## src/rtl/nvm_byte_pkg.sv

```systemverilog
package nvm_byte_pkg;
   // Control register bit positions: software decodes these
   localparam int CB_RD   = 0;
   localparam int CB_WR   = 1;
   localparam int CB_WREN = 2;
   localparam int CB_ERR  = 3;
   localparam int CB_FLAG = 4;

   typedef enum logic [1:0] {
      UL_IDLE  = 2'd0,
      UL_GOT_A = 2'd1,
      UL_ARMED = 2'd2
   } ul_state_t;
endpackage

```

## src/rtl/nvm_unlock_seq.sv

```systemverilog
module nvm_unlock_seq
   import nvm_byte_pkg::*;
#(
   parameter int                BUS_AW   = 8,
   parameter int                DW       = 8,
   parameter logic [BUS_AW-1:0] UNLK_OFS = '0,
   parameter logic [DW-1:0]     KEY_A    = '0,
   parameter logic [DW-1:0]     KEY_B    = '1
) (
   input  logic              clk,
   input  logic              por_n,
   input  logic              rst_n,
   input  logic              bus_we,
   input  logic [BUS_AW-1:0] bus_addr,
   input  logic [DW-1:0]     bus_wdata,
   output logic              armed
);
   ul_state_t state_q, state_d;
   logic      hit_unlk;

   if (KEY_A == KEY_B) begin : g_bad_keys
      $error("unlock keys must differ");
   end

   assign hit_unlk = bus_we && (bus_addr == UNLK_OFS);

   always_comb begin
      state_d = state_q;
      if (bus_we) begin
         if (hit_unlk && bus_wdata == KEY_A)
            state_d = UL_GOT_A;
         else if (hit_unlk && bus_wdata == KEY_B && state_q == UL_GOT_A)
            state_d = UL_ARMED;
         else
            state_d = UL_IDLE;
      end
   end

   always_ff @(posedge clk or negedge por_n) begin
      if (!por_n)      state_q <= UL_IDLE;
      else if (!rst_n) state_q <= UL_IDLE;
      else             state_q <= state_d;
   end

   assign armed = (state_q == UL_ARMED);

   // arming only directly follows the second key
   a_r4_arm_after_key_b : assert property (@(posedge clk) disable iff (!por_n || !rst_n)
      $rose(armed) |-> $past(hit_unlk && bus_wdata == KEY_B));

   // any bus write consumes the armed state
   a_r4_write_disarms : assert property (@(posedge clk) disable iff (!por_n || !rst_n)
      ($past(armed) && $past(bus_we)) |-> !armed);
endmodule

```

## src/rtl/nvm_write_timer.sv

```systemverilog
module nvm_write_timer #(
   parameter int CYCLES = 8
) (
   input  logic clk,
   input  logic por_n,
   input  logic rst_n,
   input  logic start,
   output logic busy,
   output logic done
);
   if (CYCLES < 1) begin : g_bad_cycles
      $error("CYCLES must be at least 1");
   end

   if (CYCLES == 1) begin : g_single
      logic busy_q;
      always_ff @(posedge clk or negedge por_n) begin
         if (!por_n)      busy_q <= 1'b0;
         else if (!rst_n) busy_q <= 1'b0;
         else if (start)  busy_q <= 1'b1;
         else             busy_q <= 1'b0;
      end
      assign busy = busy_q;
      assign done = busy_q;
   end else begin : g_count
      localparam int CW = $clog2(CYCLES);
      logic [CW-1:0] cnt_q;
      logic          busy_q;
      always_ff @(posedge clk or negedge por_n) begin
         if (!por_n) begin
            busy_q <= 1'b0;
            cnt_q  <= '0;
         end else if (!rst_n) begin
            busy_q <= 1'b0;
            cnt_q  <= '0;
         end else if (start) begin
            busy_q <= 1'b1;
            cnt_q  <= CW'(CYCLES - 1);
         end else if (busy_q) begin
            if (cnt_q == '0) busy_q <= 1'b0;
            else             cnt_q  <= cnt_q - 1'b1;
         end
      end
      assign busy = busy_q;
      assign done = busy_q && (cnt_q == '0);

      // the remaining count never exceeds the programmed duration
      a_r6_count_in_range : assert property (@(posedge clk) disable iff (!por_n || !rst_n)
         busy_q |-> (int'(cnt_q) < CYCLES));
   end

   // a new write is never launched on top of a running one
   a_r12_start_when_idle : assert property (@(posedge clk) disable iff (!por_n || !rst_n)
      start |-> !busy);
endmodule

```

## src/rtl/nvm_cell_array.sv

```systemverilog
module nvm_cell_array #(
   parameter int AW = 6,
   parameter int DW = 8
) (
   input  logic          clk,
   input  logic          we,
   input  logic [AW-1:0] waddr,
   input  logic [DW-1:0] wdata,
   input  logic [AW-1:0] raddr,
   output logic [DW-1:0] rdata
);
   localparam int DEPTH = 1 << AW;

   if (AW < 1 || AW > 10) begin : g_bad_aw
      $error("AW out of range");
   end

   logic [DW-1:0] cells [DEPTH];

   // Nonvolatile contents: no reset
   always_ff @(posedge clk) begin
      if (we) cells[waddr] <= wdata;
   end

   assign rdata = cells[raddr];
endmodule

```

## src/rtl/nvm_byte_ctl.sv

```systemverilog
module nvm_byte_ctl
   import nvm_byte_pkg::*;
#(
   parameter int                BUS_AW       = 8,
   parameter int                DW           = 8,
   parameter int                AW           = 6,
   parameter int                WRITE_CYCLES = 8,
   parameter logic [BUS_AW-1:0] OFS_DATA     = BUS_AW'(8'h08),
   parameter logic [BUS_AW-1:0] OFS_ADDR     = BUS_AW'(8'h09),
   parameter logic [BUS_AW-1:0] OFS_CTRL     = BUS_AW'(8'h88),
   parameter logic [BUS_AW-1:0] OFS_UNLK     = BUS_AW'(8'h89),
   parameter logic [DW-1:0]     UNLK_KEY_A   = DW'(8'h55),
   parameter logic [DW-1:0]     UNLK_KEY_B   = DW'(8'hAA)
) (
   input  logic              clk,
   input  logic              por_n,
   input  logic              rst_n,
   input  logic              bus_we,
   input  logic [BUS_AW-1:0] bus_addr,
   input  logic [DW-1:0]     bus_wdata,
   output logic [DW-1:0]     bus_rdata,
   output logic              irq
);
   if (DW < 5)  begin : g_bad_dw  $error("DW too narrow for control bits"); end
   if (AW > DW) begin : g_bad_aw  $error("address must fit one register"); end
   if (OFS_DATA == OFS_ADDR || OFS_DATA == OFS_CTRL || OFS_DATA == OFS_UNLK ||
       OFS_ADDR == OFS_CTRL || OFS_ADDR == OFS_UNLK || OFS_CTRL == OFS_UNLK)
   begin : g_bad_map
      $error("register offsets must be distinct");
   end

   logic          wr_data, wr_addr, wr_ctrl;
   logic          armed, busy, done, start, read_fire, cell_we;
   logic [DW-1:0] data_q, lat_data, cell_rdata;
   logic [AW-1:0] addr_q, lat_addr;
   logic          wren_q, flag_q, err_q;

   assign wr_data = bus_we && (bus_addr == OFS_DATA);
   assign wr_addr = bus_we && (bus_addr == OFS_ADDR);
   assign wr_ctrl = bus_we && (bus_addr == OFS_CTRL);

   assign start     = rst_n && wr_ctrl && bus_wdata[CB_WR] && wren_q && armed && !busy;
   assign read_fire = rst_n && wr_ctrl && bus_wdata[CB_RD] && !busy;
   assign cell_we   = rst_n && done;

   nvm_unlock_seq #(
      .BUS_AW(BUS_AW), .DW(DW), .UNLK_OFS(OFS_UNLK),
      .KEY_A(UNLK_KEY_A), .KEY_B(UNLK_KEY_B)
   ) u_unlock (
      .clk(clk), .por_n(por_n), .rst_n(rst_n), .bus_we(bus_we),
      .bus_addr(bus_addr), .bus_wdata(bus_wdata), .armed(armed)
   );

   nvm_write_timer #(.CYCLES(WRITE_CYCLES)) u_timer (
      .clk(clk), .por_n(por_n), .rst_n(rst_n),
      .start(start), .busy(busy), .done(done)
   );

   nvm_cell_array #(.AW(AW), .DW(DW)) u_cells (
      .clk(clk), .we(cell_we), .waddr(lat_addr), .wdata(lat_data),
      .raddr(addr_q), .rdata(cell_rdata)
   );

   // Data and address survive warm reset
   always_ff @(posedge clk or negedge por_n) begin
      if (!por_n) begin
         data_q <= '0;
         addr_q <= '0;
      end else if (rst_n) begin
         if (read_fire)    data_q <= cell_rdata;
         else if (wr_data) data_q <= bus_wdata;
         if (wr_addr)      addr_q <= bus_wdata[AW-1:0];
      end
   end

   // Operands captured when a write is launched
   always_ff @(posedge clk or negedge por_n) begin
      if (!por_n) begin
         lat_data <= '0;
         lat_addr <= '0;
      end else if (start) begin
         lat_data <= data_q;
         lat_addr <= addr_q;
      end
   end

   always_ff @(posedge clk or negedge por_n) begin
      if (!por_n) begin
         wren_q <= 1'b0;
         flag_q <= 1'b0;
         err_q  <= 1'b0;
      end else if (!rst_n) begin
         wren_q <= 1'b0;
         flag_q <= 1'b0;
         err_q  <= err_q | busy;
      end else begin
         if (wr_ctrl) begin
            wren_q <= bus_wdata[CB_WREN];
            err_q  <= bus_wdata[CB_ERR];
            if (!bus_wdata[CB_FLAG]) flag_q <= 1'b0;
         end
         if (done) flag_q <= 1'b1;
      end
   end

   always_comb begin
      bus_rdata = '0;
      if (bus_addr == OFS_DATA) begin
         bus_rdata = data_q;
      end else if (bus_addr == OFS_ADDR) begin
         bus_rdata[AW-1:0] = addr_q;
      end else if (bus_addr == OFS_CTRL) begin
         bus_rdata[CB_WR]   = busy;
         bus_rdata[CB_WREN] = wren_q;
         bus_rdata[CB_ERR]  = err_q;
         bus_rdata[CB_FLAG] = flag_q;
      end
   end

   assign irq = flag_q;

   // a write only begins when enable was already set
   a_r5_start_needs_wren : assert property (@(posedge clk) disable iff (!por_n || !rst_n)
      $rose(busy) |-> $past(wren_q));

   // a write only begins from the armed unlock state
   a_r4_start_needs_unlock : assert property (@(posedge clk) disable iff (!por_n || !rst_n)
      $rose(busy) |-> $past(armed));

   // completion of a write leaves the flag raised
   a_r7_end_raises_flag : assert property (@(posedge clk) disable iff (!por_n || !rst_n)
      $fell(busy) |-> (flag_q || $past(!rst_n)));

   // the flag only rises out of a running write
   a_r7_flag_from_write : assert property (@(posedge clk) disable iff (!por_n || !rst_n)
      $rose(flag_q) |-> $past(busy));

   // enable falls only by software or reset
   a_r9_wren_sw_only : assert property (@(posedge clk) disable iff (!por_n || !rst_n)
      $fell(wren_q) |-> $past(wr_ctrl || !rst_n));

   // no read lands in the data register while writing
   a_r10_no_read_when_busy : assert property (@(posedge clk) disable iff (!por_n || !rst_n)
      (busy && !wr_data) |=> $stable(data_q));
endmodule

```

## config.mk

```make
export PLATFORM = sky130hd
export DESIGN_NAME = nvm_byte_ctl
export DESIGN_NICKNAME = d
export VERILOG_FILES = /design/src/rtl/nvm_byte_pkg.sv /design/src/rtl/nvm_unlock_seq.sv /design/src/rtl/nvm_write_timer.sv /design/src/rtl/nvm_cell_array.sv /design/src/rtl/nvm_byte_ctl.sv
export SDC_FILE = /design/constraint.sdc
export NUM_CORES = 1
export LEC_CHECK = 0
export BUFFER_PORTS_ARGS = -buffer_cell sky130_fd_sc_hd__buf_4
export CAP_MARGIN = 20
export CORE_MARGIN = 4
export CORE_UTILIZATION = 50
export CTS_CLUSTER_DIAMETER = 40
export CTS_CLUSTER_SIZE = 40
export DETAILED_ROUTE_END_ITERATION = 7
export PLACE_DENSITY = 0.66
export SETUP_SLACK_MARGIN = 0.3
export SKIP_LAST_GASP = 1
export SYNTH_ARGS = -nofsm -noshare
export SYNTH_HDL_FRONTEND = slang
export SYNTH_SLANG_ARGS = --single-unit
```

## constraint.sdc

```tcl
create_clock -name clk -period 2.84 [get_ports clk]
set_clock_uncertainty 0.15 [all_clocks]
set_input_delay 0.852 -clock clk [delete_from_list [all_inputs] [get_ports clk]]
set_output_delay 0.852 -clock clk [all_outputs]
set_load 0.01 [all_outputs]
```

Word level (Yosys, flattened, before mapping)

Memories as Yosys holds them, arrays and structs flattened.
Cells that the tools add are included.

Add/subtract/negate cells: 1
Eq/ne operators: 14
Muxes and demuxes: 30
Bitwise operators: 1
Reductions and logical operators: 23

Operators with widths:

| kind                  | count |
|---|---|
| $eq A8 B8 Y1 const B  | 3 |
| $eq A8 B4 Y1 const B  | 2 |
| $logic_and A1 B1 Y1   | 16 |
| $mux W1               | 16 |
| $mux W8               | 2 |
| $mux W3               | 4 |
| $mux W2               | 5 |
| $eq A8 B7 Y1 const B  | 1 |
| $mux W4               | 2 |
| $reduce_and A2 Y1     | 4 |
| $mux W6               | 1 |
| $ne A3 B1 Y1 const B  | 2 |
| $ne A2 B1 Y1 const B  | 2 |
| $logic_not A3 Y1      | 1 |
| $ne A3 B2 Y1 const B  | 1 |
| $ne A3 B3 Y1 const B  | 1 |
| $sub A3 B1 Y3 const B | 1 |
| $eq A2 B1 Y1 const B  | 1 |
| $eq A2 B2 Y1 const B  | 1 |
| $reduce_bool A2 Y1    | 1 |
| $logic_not A1 Y1      | 1 |
| $or A1 B1 Y1          | 1 |

Register bits: 37
Memory bits (writable): 512
Bits of input ports: 20
Output and inout port bits: 9
Logic and storage cells: 80
Memories kept: 1

Memory list:

| name          | depth | width | read ports | clocked after memory_dff | wr ports | RTL line             | source |
|---|---|---|---|---|---|---|---|
| u_cells.cells | 64    | 8     | 1          | 0                        | 1        | nvm_cell_array.sv:18 | `logic [DW-1:0] cells [DEPTH];` |

Longest topological paths before layout

Gate-level depths: netlist of the first run.

Depth after elaboration: 9
Depth in mapped cells: 9
Depth with buffers taken out: 7

By module

A second synthesis of the first run with hierarchy kept.

Cell total of the unflattened synthesis: 1,097
Area total of the unflattened synthesis: 21,952.3 um2

By module, submodules not included:

| module          | times used | cells an instance | area each (um2) | seq. area each (um2) |
|---|---|---|---|---|
| nvm_cell_array  | 1          | 932               | 20,006.7        | 15,374.7 |
| nvm_byte_ctl    | 1          | 128               | 1,544.0         | 775.7 |
| nvm_write_timer | 1          | 22                | 237.7           | 100.1 |
| nvm_unlock_seq  | 1          | 15                | 163.9           | 50.0 |

Least setup slack after synthesis of the first run

Ideal clock, no wire load.

Path type: input -> output
Start point: in bus_addr[1]
End point: out bus_rdata[6]
Arrival time: 2,022 ps
Required time: 1,838 ps
Slack: -184 ps
Stages on the path: 4
Path buffers: 1
Cells stage by stage: nor4_2 -> nand2_1 -> clkbuf_1 -> nor4b_1

Word-level cells in the longest chain between the ends: 2

Ends and longest elaborated chain:

| what         | RTL line            | source |
|---|---|---|
| from (decl)  | nvm_byte_ctl.sv:19  | `input logic [BUS_AW-1:0] bus_addr,` |
| $eq A8 B4 Y1 | nvm_byte_ctl.sv:108 | `if (bus_addr == OFS_DATA) begin` |
| $mux W2      | nvm_byte_ctl.sv:108 |  |
| to (decl)    | nvm_byte_ctl.sv:21  | `output logic [DW-1:0] bus_rdata,` |

Every way passes these cells.

Worst setup path in the final report of the first run

Start point: in bus_addr[1]
End point: out bus_rdata[0]

Word-level cells in the longest chain between the ends: 3

Ends and longest elaborated chain:

| what         | RTL line            | source |
|---|---|---|
| $eq A8 B4 Y1 | nvm_byte_ctl.sv:110 | `end else if (bus_addr == OFS_ADDR) begin` |
| $mux W1      | nvm_byte_ctl.sv:110 |  |
| $mux W6 (*)  | nvm_byte_ctl.sv:108 |  |

Mark *: on every way between the ends. The rest lies on a longest branch, timed or not.

==> impl_metrics.ini, run 1 <==
[drt]
wl_um = 50900
post_drt_wl_per_cell_um = 26.7
drtIter0Drc = 1419
via_per_inst = 5.92
ant_nets = 0
dr_total_vias = 11300
drc = 0
drtPass1Iterations = 6

[global_routing]
grt_pass1_vias = 11400
grt_max_degree = 51
grt_usage_pct = 21.8
antenna_found_initial = 0
grt_overflow = 0
grt_pass1_wl_um = 75300

[yosys]
yosysTopAreaCellShare_pct = 70.7
ys_warn_count = 0
synth_xor_area_share_pct = 0.0403
synthTopCellsByArea = edfxtp_1, mux4_2, dfrtp_1, mux2i_1, nor2_1
ys.flop_type = edfxtp_1
avgSynthCellArea_um2 = 20.4
synth_edf_count = 512
synth_compound_area_share_pct = 2.74
synth_nets = 1089
yosysSeqAreaShare_pct = 74.9
ys_types = 55
yosys.area_share.simple_pct = 3.42
synth_seq_cells = 549
syn_inst = 1067
synth_area_mm2 = 0.0218
synth_top_family_by_area = multiplexers
synthAdderAreaFrac_pct = 0.115
ys_async_sr_fraction_pct = 6.74
synth.area.mux_share_pct = 17.1
yosysTopAreaCell = edfxtp_1

[floorplanning]
die_h_um = 217
start_util_pct = 50.5
coreArea_mm2 = 0.0431
ios = 29
rows = 76
die_x_um = 217
dieArea_mm2 = 0.0469

[power_and_ir_drop]
combPwrFrac_pct = 1.9
switching_share_pct = 20.9
power.switching_mw = 3.69
leakagePower_nw = 7.37
clockPowerShare_pct = 48.6
powerDensity_mw_per_mm2 = 667
p_seq_share_pct = 49.6
p_int_mw = 13.9
power_mw = 17.6
ir_worst_vdd_mv = 0.458

[timing]
min_period_ns = 2.86
rsz0062_at_grt = yes
fmax_mhz = 349
setup_violations = 4
fin_hold_ws_ns = 0.0837
timing.final.crit_share_pct = 101
finalHoldViolations = 0
setup_slack_ns = -0.0221
tightest_slew_ns = 1.04
max-slew-margin-rel_pct = 30.8
setup_tns_ns = -0.0486
final_max_slew_viol_count = 0

[cells_and_area]
final_cell_mix = edfxtp_1, buf_4, mux4_2
stdcell_area_mm2 = 0.0264
drive_gt1_share_pct = 37.6
area_growth_pct = 21.5
multi_input_area_mm2 = 0.00534
num-fill-cells = 2967
diodes = 0
utilization_pct = 61.4
seq_area_mm2 = 0.0163
final_common_cell = edfxtp_1
nets = 1287

[critical_path]
start_kind = input pin
path_max_fanout = 3
worstSetupEndpointType = output port
crit_required_ns = 1.84
arrival_ns = 1.86
r2r_slack_ns = 0.22
rr_worst_depth = 7
path_class = in -> out

[worst_hold_path]
hold_path_class = in -> async

[cts]
clk_pin_slew_ns = 0.05
h-tree-depth = 3
ctsLongestPathBuffers = 3
root_buffer = clkbuf_16
cts_tree = yes
cts.sinks = 549
clk_latency_ns = 0.58
numCtsBuffers = 67

[job]
drv_cap = 0

[outcome]
outcome = finished, violations left
violations = negative setup slack

[place]
finalWeightedCongestion = 0.904
hpwl_um = 30900
portBuffers = 28
place_area_mm2 = 0.0236
## critical path, stage by stage
cell,delay (ns)
buf_6,0.10
nor4_4,0.38
nand2_4,0.13
buf_12,0.16
nor3_2,0.10
buf_4,0.14
## kinds of logic after synthesis
| logic type | count (synthesis) |
|---|---|
| multiplexers | 207 |
| buffers and inverters | 69 |
| flip-flops | 549 |
| XOR/XNOR | 1 |
| AND/OR/NAND/NOR | 153 |
| adder cells (fa/ha/maj) | 2 |
| AO/OA/AOI/OAI | 86 |
## timing repair
item / 4_1_cts / 5_1_grt
gates cloned: 3 / 4
setup buffers: 8 / 7
gates resized for setup: 23 / 36
endpoints found under the setup margin: 15 / 263
pin swaps: 7 / 8
hold buffers: 0 / 0
## Yosys cell counts, drive strengths merged, types with 2 or more instances
cell,count
clkbuf,20
nor3,8
nand2b,3
inv,10
or4,4
or3,3
nand3b,4
nor2b,9
a221oi,5
dfrtp,37
nor4,3
o21ai,10
nand2,19
buf,39
nand3,5
a21oi,16
o21a,2
nor2,80
o22a,5
o22ai,8
o21bai,5
mux2i,53
mux4,130
ha,2
o211ai,2
a21boi,4
nand4,3
a31oi,9
mux2,24
edfxtp,512
nor4b,4
a22oi,16
## metal layers
layer / GRT usage [%] / vias to the layer above / share of wire (%)
met5: 0 / - / 0
met4: 6.51 / 0 / 2.5
met3: 5.24 / 93 / 8.4
met2: 34.2 / 448 / 49
met1: 31.0 / 5908 / 40
li1: - / 4823 / -
## layout make-up
| cell class | instances | share of cell area (%) |
|---|---|---|
| clock buffer | 73 | 6.59 |
| clock inverter | 49 | 2.03 |
| inverter | 10 | 0.142 |
| multi-input combinational | 450 | 20.2 |
| sequential | 549 | 61.7 |
| tap | 585 | 2.77 |
| timing repair buffer | 187 | 6.52 |
## flip-flops by register name (all words and copies together) (netlist names)
signal and cells:
lat_data 8, wren_q 1, err_q 1, u_timer.busy 1, u_unlock.state_q 2, lat_addr 6
u_cells.cells 512, data_q 8, u_timer.g_count.cnt_q 3, addr_q 6, irq 1
## path summary, 6_finish.rpt
| check | start | end |
|---|---|---|
| setup reg to reg | addr_q[0] | data_q[0] |
| hold reg to reg | lat_data[1] | u_cells.cells[3][1] |
| min in group clk | lat_data[1] | u_cells.cells[3][1] |
| setup / recovery | bus_addr[1] | bus_rdata[0] |
| max in group asynchronous | por_n | addr_q[0] |
| hold / removal | por_n | u_unlock.state_q[1] |
## per-stage QoR
stage	cells	setup WS, ns
final	1903	-0.0221
after global routing	1903	-0.0944
after CTS	1892	-0.00878
after detailed placement	1759	-0.0848
after global placement	1759	-0.0564
after floorplan	1067	0.131
## power groups by stage
stage	clock network (mW)	registers [mW]	logic (mW)
after floorplan	0	8.90	0.180
after global placement	0	8.92	0.276
after detailed placement	0	8.91	0.277
after CTS	8.72	8.74	0.306
after global routing	9.11	8.73	0.348
final	8.56	8.74	0.328
Power figures use the tool's default switching activity.
==> run 2, diff against run 1 <==
Settings changed: CELL_PAD_IN_SITES_DETAIL_PLACEMENT set to 0, CELL_PAD_IN_SITES_GLOBAL_PLACEMENT set to 2, PLACE_DENSITY 0.66 to unset, PLACE_DENSITY_LB_ADDON set to 0.1.
==> run 2 against run 1 <==
Against the previous run:
- the run now ends clean
- die area is the same
- fmax grew 1.1%
- clock-buffer cell count grew 2
- register-to-register slack lost 0.14 ns
- sequential cell count is the same
- clock power grew 3.5%
- first-iteration DRC count shrank 36%
- critical endpoint is now bus_rdata[7]
==> impl_metrics.ini, run 2 (same netlist as run 1, synthesis figures left out) <==
[critical_path]
start_kind = input pin
critPathSlowestCell = nor4_4
max_stage_delay_ns = 0.35
path_max_fanout = 5
arrival_ns = 1.83
path_class = in -> out
r2r_end = data_q[0]
rr_worst_depth = 8
crit_required_ns = 1.84
r2r-start = addr_q[0]
worstSetupEndpointType = output port
cp_cell_sequence = buf_6 -> nor4_4 -> nand2_4 -> nor4b_4 -> buf_4
r2r_slack_ns = 0.08

[drt]
via_per_inst = 5.77
drtPass1Iterations = 5
ant_nets = 0
drc = 0
drtIter0Drc = 908
dr_total_vias = 11100
post_drt_wl_per_cell_um = 27.3
wl_um = 52300

[timing]
fmax_mhz = 353
setup_violations = 0
fin_hold_ws_ns = 0.102
timing.final.crit_share_pct = 99.7
max-slew-margin-rel_pct = 35.4
finalHoldViolations = 0
tightest_slew_ns = 0.969
rsz0062_at_grt = yes
min_period_ns = 2.83
setup_tns_ns = 0
final_max_slew_viol_count = 0

[cells_and_area]
area_growth_pct = 22.0
drive_gt1_share_pct = 38.3
final_cell_mix = edfxtp_1, buf_4, mux4_2
num-fill-cells = 3133
nets = 1299
largest_register_ff_count = 512
utilization_pct = 61.6
stdcell_area_mm2 = 0.0266
regMostFlops = u_cells.cells
final_common_cell = edfxtp_1
reg.largest.list = u_cells.cells (512), data_q (8), lat_data (8)
fin_cells = 1915
diodes = 0

[floorplanning]
start_util_pct = 50.5
dieArea_mm2 = 0.0469
die_x_um = 217
rows = 76
coreArea_mm2 = 0.0431
ios = 29
die_h_um = 217

[place]
finalWeightedCongestion = 0.852
place_area_mm2 = 0.0237
hpwl_um = 32500
portBuffers = 28
numPlacedInstances = 1770

[job]
drv_cap = 0

[worst_hold_path]
hold_path_class = in -> async

[power_and_ir_drop]
powerDensity_mw_per_mm2 = 675
ir_worst_vdd_mv = 0.504
leakagePower_nw = 7.44

[cts]
hold_buffers = 0
cts.sinks = 549
root_buffer = clkbuf_16
h-tree-depth = 3
clk_latency_ns = 0.60
numCtsBuffers = 68
clk_pin_slew_ns = 0.05
ctsLongestPathBuffers = 3
cts_tree = yes

[global_routing]
grt_pass1_vias = 11400
grt_max_degree = 61
antenna_found_initial = 0
grt_pass1_wl_um = 76800
grt_overflow = 0
grt_usage_pct = 22.6

[outcome]
outcome = finished clean
## run 2: power breakdown
part	leakage [nW]	internal (mW)	switching, mW
Clock	1.15	5.37	3.50
Combinational	2.24	0.151	0.178
Sequential	4.05	8.72	0.0169
Total	7.44	14.2	3.69
## run 2: area by class of cell
type	count	area [um^2]	share of cell area (%)
clock inverter	48	586	2.21
tap	585	732	2.76
clock buffer	75	1770	6.67
inverter	10	37.5	0.141
timing repair buffer	198	1720	6.47
sequential	549	16300	61.5
multi-input combinational	450	5390	20.3
## run 2: worst max path at each step
stage                 from            to  slack [ns]
2_1_floorplan  bus_addr[1]  bus_rdata[6]        0.13
3_3_place_gp   bus_addr[1]     data_q[3]       -0.11
3_5_place_dp   bus_addr[1]     data_q[0]       -0.14
4_1_cts          addr_q[0]  bus_rdata[0]      -0.006
5_1_grt        bus_addr[4]  bus_rdata[7]       -0.05
6_report       bus_addr[4]  bus_rdata[7]       0.008
## run 2: critical path: cells and delay by family
kind,cells,cell delay [ns]
simple gates,3,0.72
buf+inv,2,0.26
## run 2: metrics by stage
step           power (mW)  setup slack (ns)
4_1_cts              18.1          -0.00552
6_report             17.9           0.00803
3_3_place_gp         9.21            -0.110
2_1_floorplan        9.08             0.131
5_1_grt              18.5           -0.0517
3_5_place_dp         9.21            -0.139
## run 2: metal layers
metal | up-vias | wire length, um | share of wire (%) | global-route usage (%)
li1 | 4838 | - | - | -
met1 | 5861 | 22800 | 44 | 32.3
met2 | 296 | 25500 | 49 | 36.2
met3 | 59 | 2880 | 5.5 | 4.30
met4 | 0 | 1160 | 2.2 | 6.74
met5 | - | 0 | 0 | 0
## run 2: what timing repair did
item	in CTS	in global routing
endpoints found under the setup margin	16	22
gates cloned	2	0
setup buffers	13	7
resized for setup	44	20
pin swaps	18	10
==> run 3, diff against run 2 <==
Settings changed: BUFFER_PORTS_ARGS -buffer_cell sky130_fd_sc_hd__buf_4 to -buffer_cell sky130_fd_sc_hd__buf_2, SLEW_MARGIN set to 20.
==> run 3 against run 2 <==
Against the previous run:
- critical path depth unchanged
- first-iteration DRC count up 17%
- cell count up 0.63%
- critical path type unchanged
==> impl_metrics.ini, run 3 (same netlist as run 1, synthesis figures left out) <==
[critical_path]
arrival_ns = 1.81
path_class = in -> out
worstSetupEndpointType = output port
path_max_fanout = 5
start_kind = input pin
crit_required_ns = 1.84

[drt]
via_per_inst = 5.82
post_drt_wl_per_cell_um = 27.3
drc = 0
dr_total_vias = 11200
wl_um = 52600
ant_nets = 0
drtIter0Drc = 1060
drtPass1Iterations = 5

[cts]
cts.sinks = 549
cts_tree = yes
h-tree-depth = 3
hold_buffers = 0
clk_latency_ns = 0.59
ctsLongestPathBuffers = 3
clk_pin_slew_ns = 0.06
root_buffer = clkbuf_16
numCtsBuffers = 68

[outcome]
outcome = finished clean

[floorplanning]
start_util_pct = 50.5
die_h_um = 217
ios = 29
coreArea_mm2 = 0.0431
dieArea_mm2 = 0.0469
rows = 76
die_x_um = 217

[power_and_ir_drop]
p_int_mw = 14.1
power.switching_mw = 3.59
powerDensity_mw_per_mm2 = 666
combPwrFrac_pct = 1.9
switching_share_pct = 20.3
clockPowerShare_pct = 48.6
p_seq_share_pct = 49.5
ir_worst_vdd_mv = 0.528
leakagePower_nw = 7.45

[global_routing]
grt_max_degree = 51
grt_pass1_vias = 11500
grt_overflow = 0
grt_pass1_wl_um = 77800
antenna_found_initial = 0
grt_usage_pct = 22.8

[timing]
final_max_slew_viol_count = 0
setup_violations = 0
fmax_mhz = 356
tightest_slew_ns = 1.00
fin_hold_ws_ns = 0.178
rsz0062_at_grt = yes
max-slew-margin-rel_pct = 33.2
finalHoldViolations = 0
min_period_ns = 2.81
timing.final.crit_share_pct = 99.0

[cells_and_area]
diodes = 0
area_growth_pct = 21.9
num-fill-cells = 3128
seq_area_mm2 = 0.0163
final_cell_mix = edfxtp_1, buf_4, mux4_2
regMostFlops = u_cells.cells
multi_input_area_mm2 = 0.00532
nets = 1309
utilization_pct = 61.6
final_common_cell = edfxtp_1
reg.largest.list = u_cells.cells (512), data_q (8), lat_data (8)
largest_register_ff_count = 512
drive_gt1_share_pct = 38.2

[worst_hold_path]
hold_path_class = in -> async

[job]
drv_cap = 0

[place]
finalWeightedCongestion = 0.861
portBuffers = 28
hpwl_um = 32700
[run 3: routing by layer]
layer  vias up  global-route usage [%]  part of all wire (%)
met5         -                       0                     0
met4         0                    5.91                   1.7
met3        64                    4.21                   6.4
met2       369                    35.9                    48
met1      5926                    33.5                    44
li1       4859                       -                     -
[run 3: final timing paths]
kind                                     end  depth (start not counted)  slack, ns        start
worst max register to register     data_q[0]                          8       0.18    addr_q[0]
min in group clk                 lat_addr[0]                          1       0.39  lat_addr[0]
worst min-delay path               addr_q[3]                          2       0.18        por_n
max in group asynchronous        lat_data[3]                          2       1.95        por_n
worst max-delay path            bus_rdata[6]                          5       0.03  bus_addr[6]
worst min register to register   lat_addr[0]                          1       0.39  lat_addr[0]
[run 3: cell type report]
class / count / area share [%]
repair buffers: 208 / 6.85
clock buffers: 79 / 6.81
multi-input cells: 450 / 20.0
well taps: 585 / 2.76
flip-flops and latches: 549 / 61.6
clock inverters: 46 / 1.84
inverters: 10 / 0.142
[run 3: repair_timing]
item / CTS / global route
setup endpoints to repair: 16 / 16
pin swaps: 8 / 13
gates cloned: 2 / 4
setup buffers: 12 / 13
gates resized for setup: 31 / 22
[run 3: per-stage QoR]
step	TNS [ns]	instance area (um^2)	total power [mW]	instances	setup WS (ns)
CTS	0	26200	17.9	1910	0.0324
detailed placement	-0.992	23600	9.20	1771	-0.103
global placement	-0.699	23600	9.21	1771	-0.0823
floorplan	0	21800	9.08	1067	0.131
global route	-0.0217	26500	18.3	1927	-0.0189
finish	0	26500	17.7	1927	0.0294
[run 3: power groups by stage]
stage          Combinational, mW  Clock [mW]  Sequential (mW)
2_1_floorplan              0.180           0             8.90
6_report                   0.339        8.59             8.74
5_1_grt                    0.360        9.20             8.74
4_1_cts                    0.321        8.79             8.74
3_3_place_gp               0.287           0             8.92
3_5_place_dp               0.287           0             8.92
[run 3: worst max-delay path, stage by stage]
cell and delay, ns:
buf_6 0.10, nor4_4 0.33, nand2_4 0.13, nor4b_4 0.22
buf_2 0.17
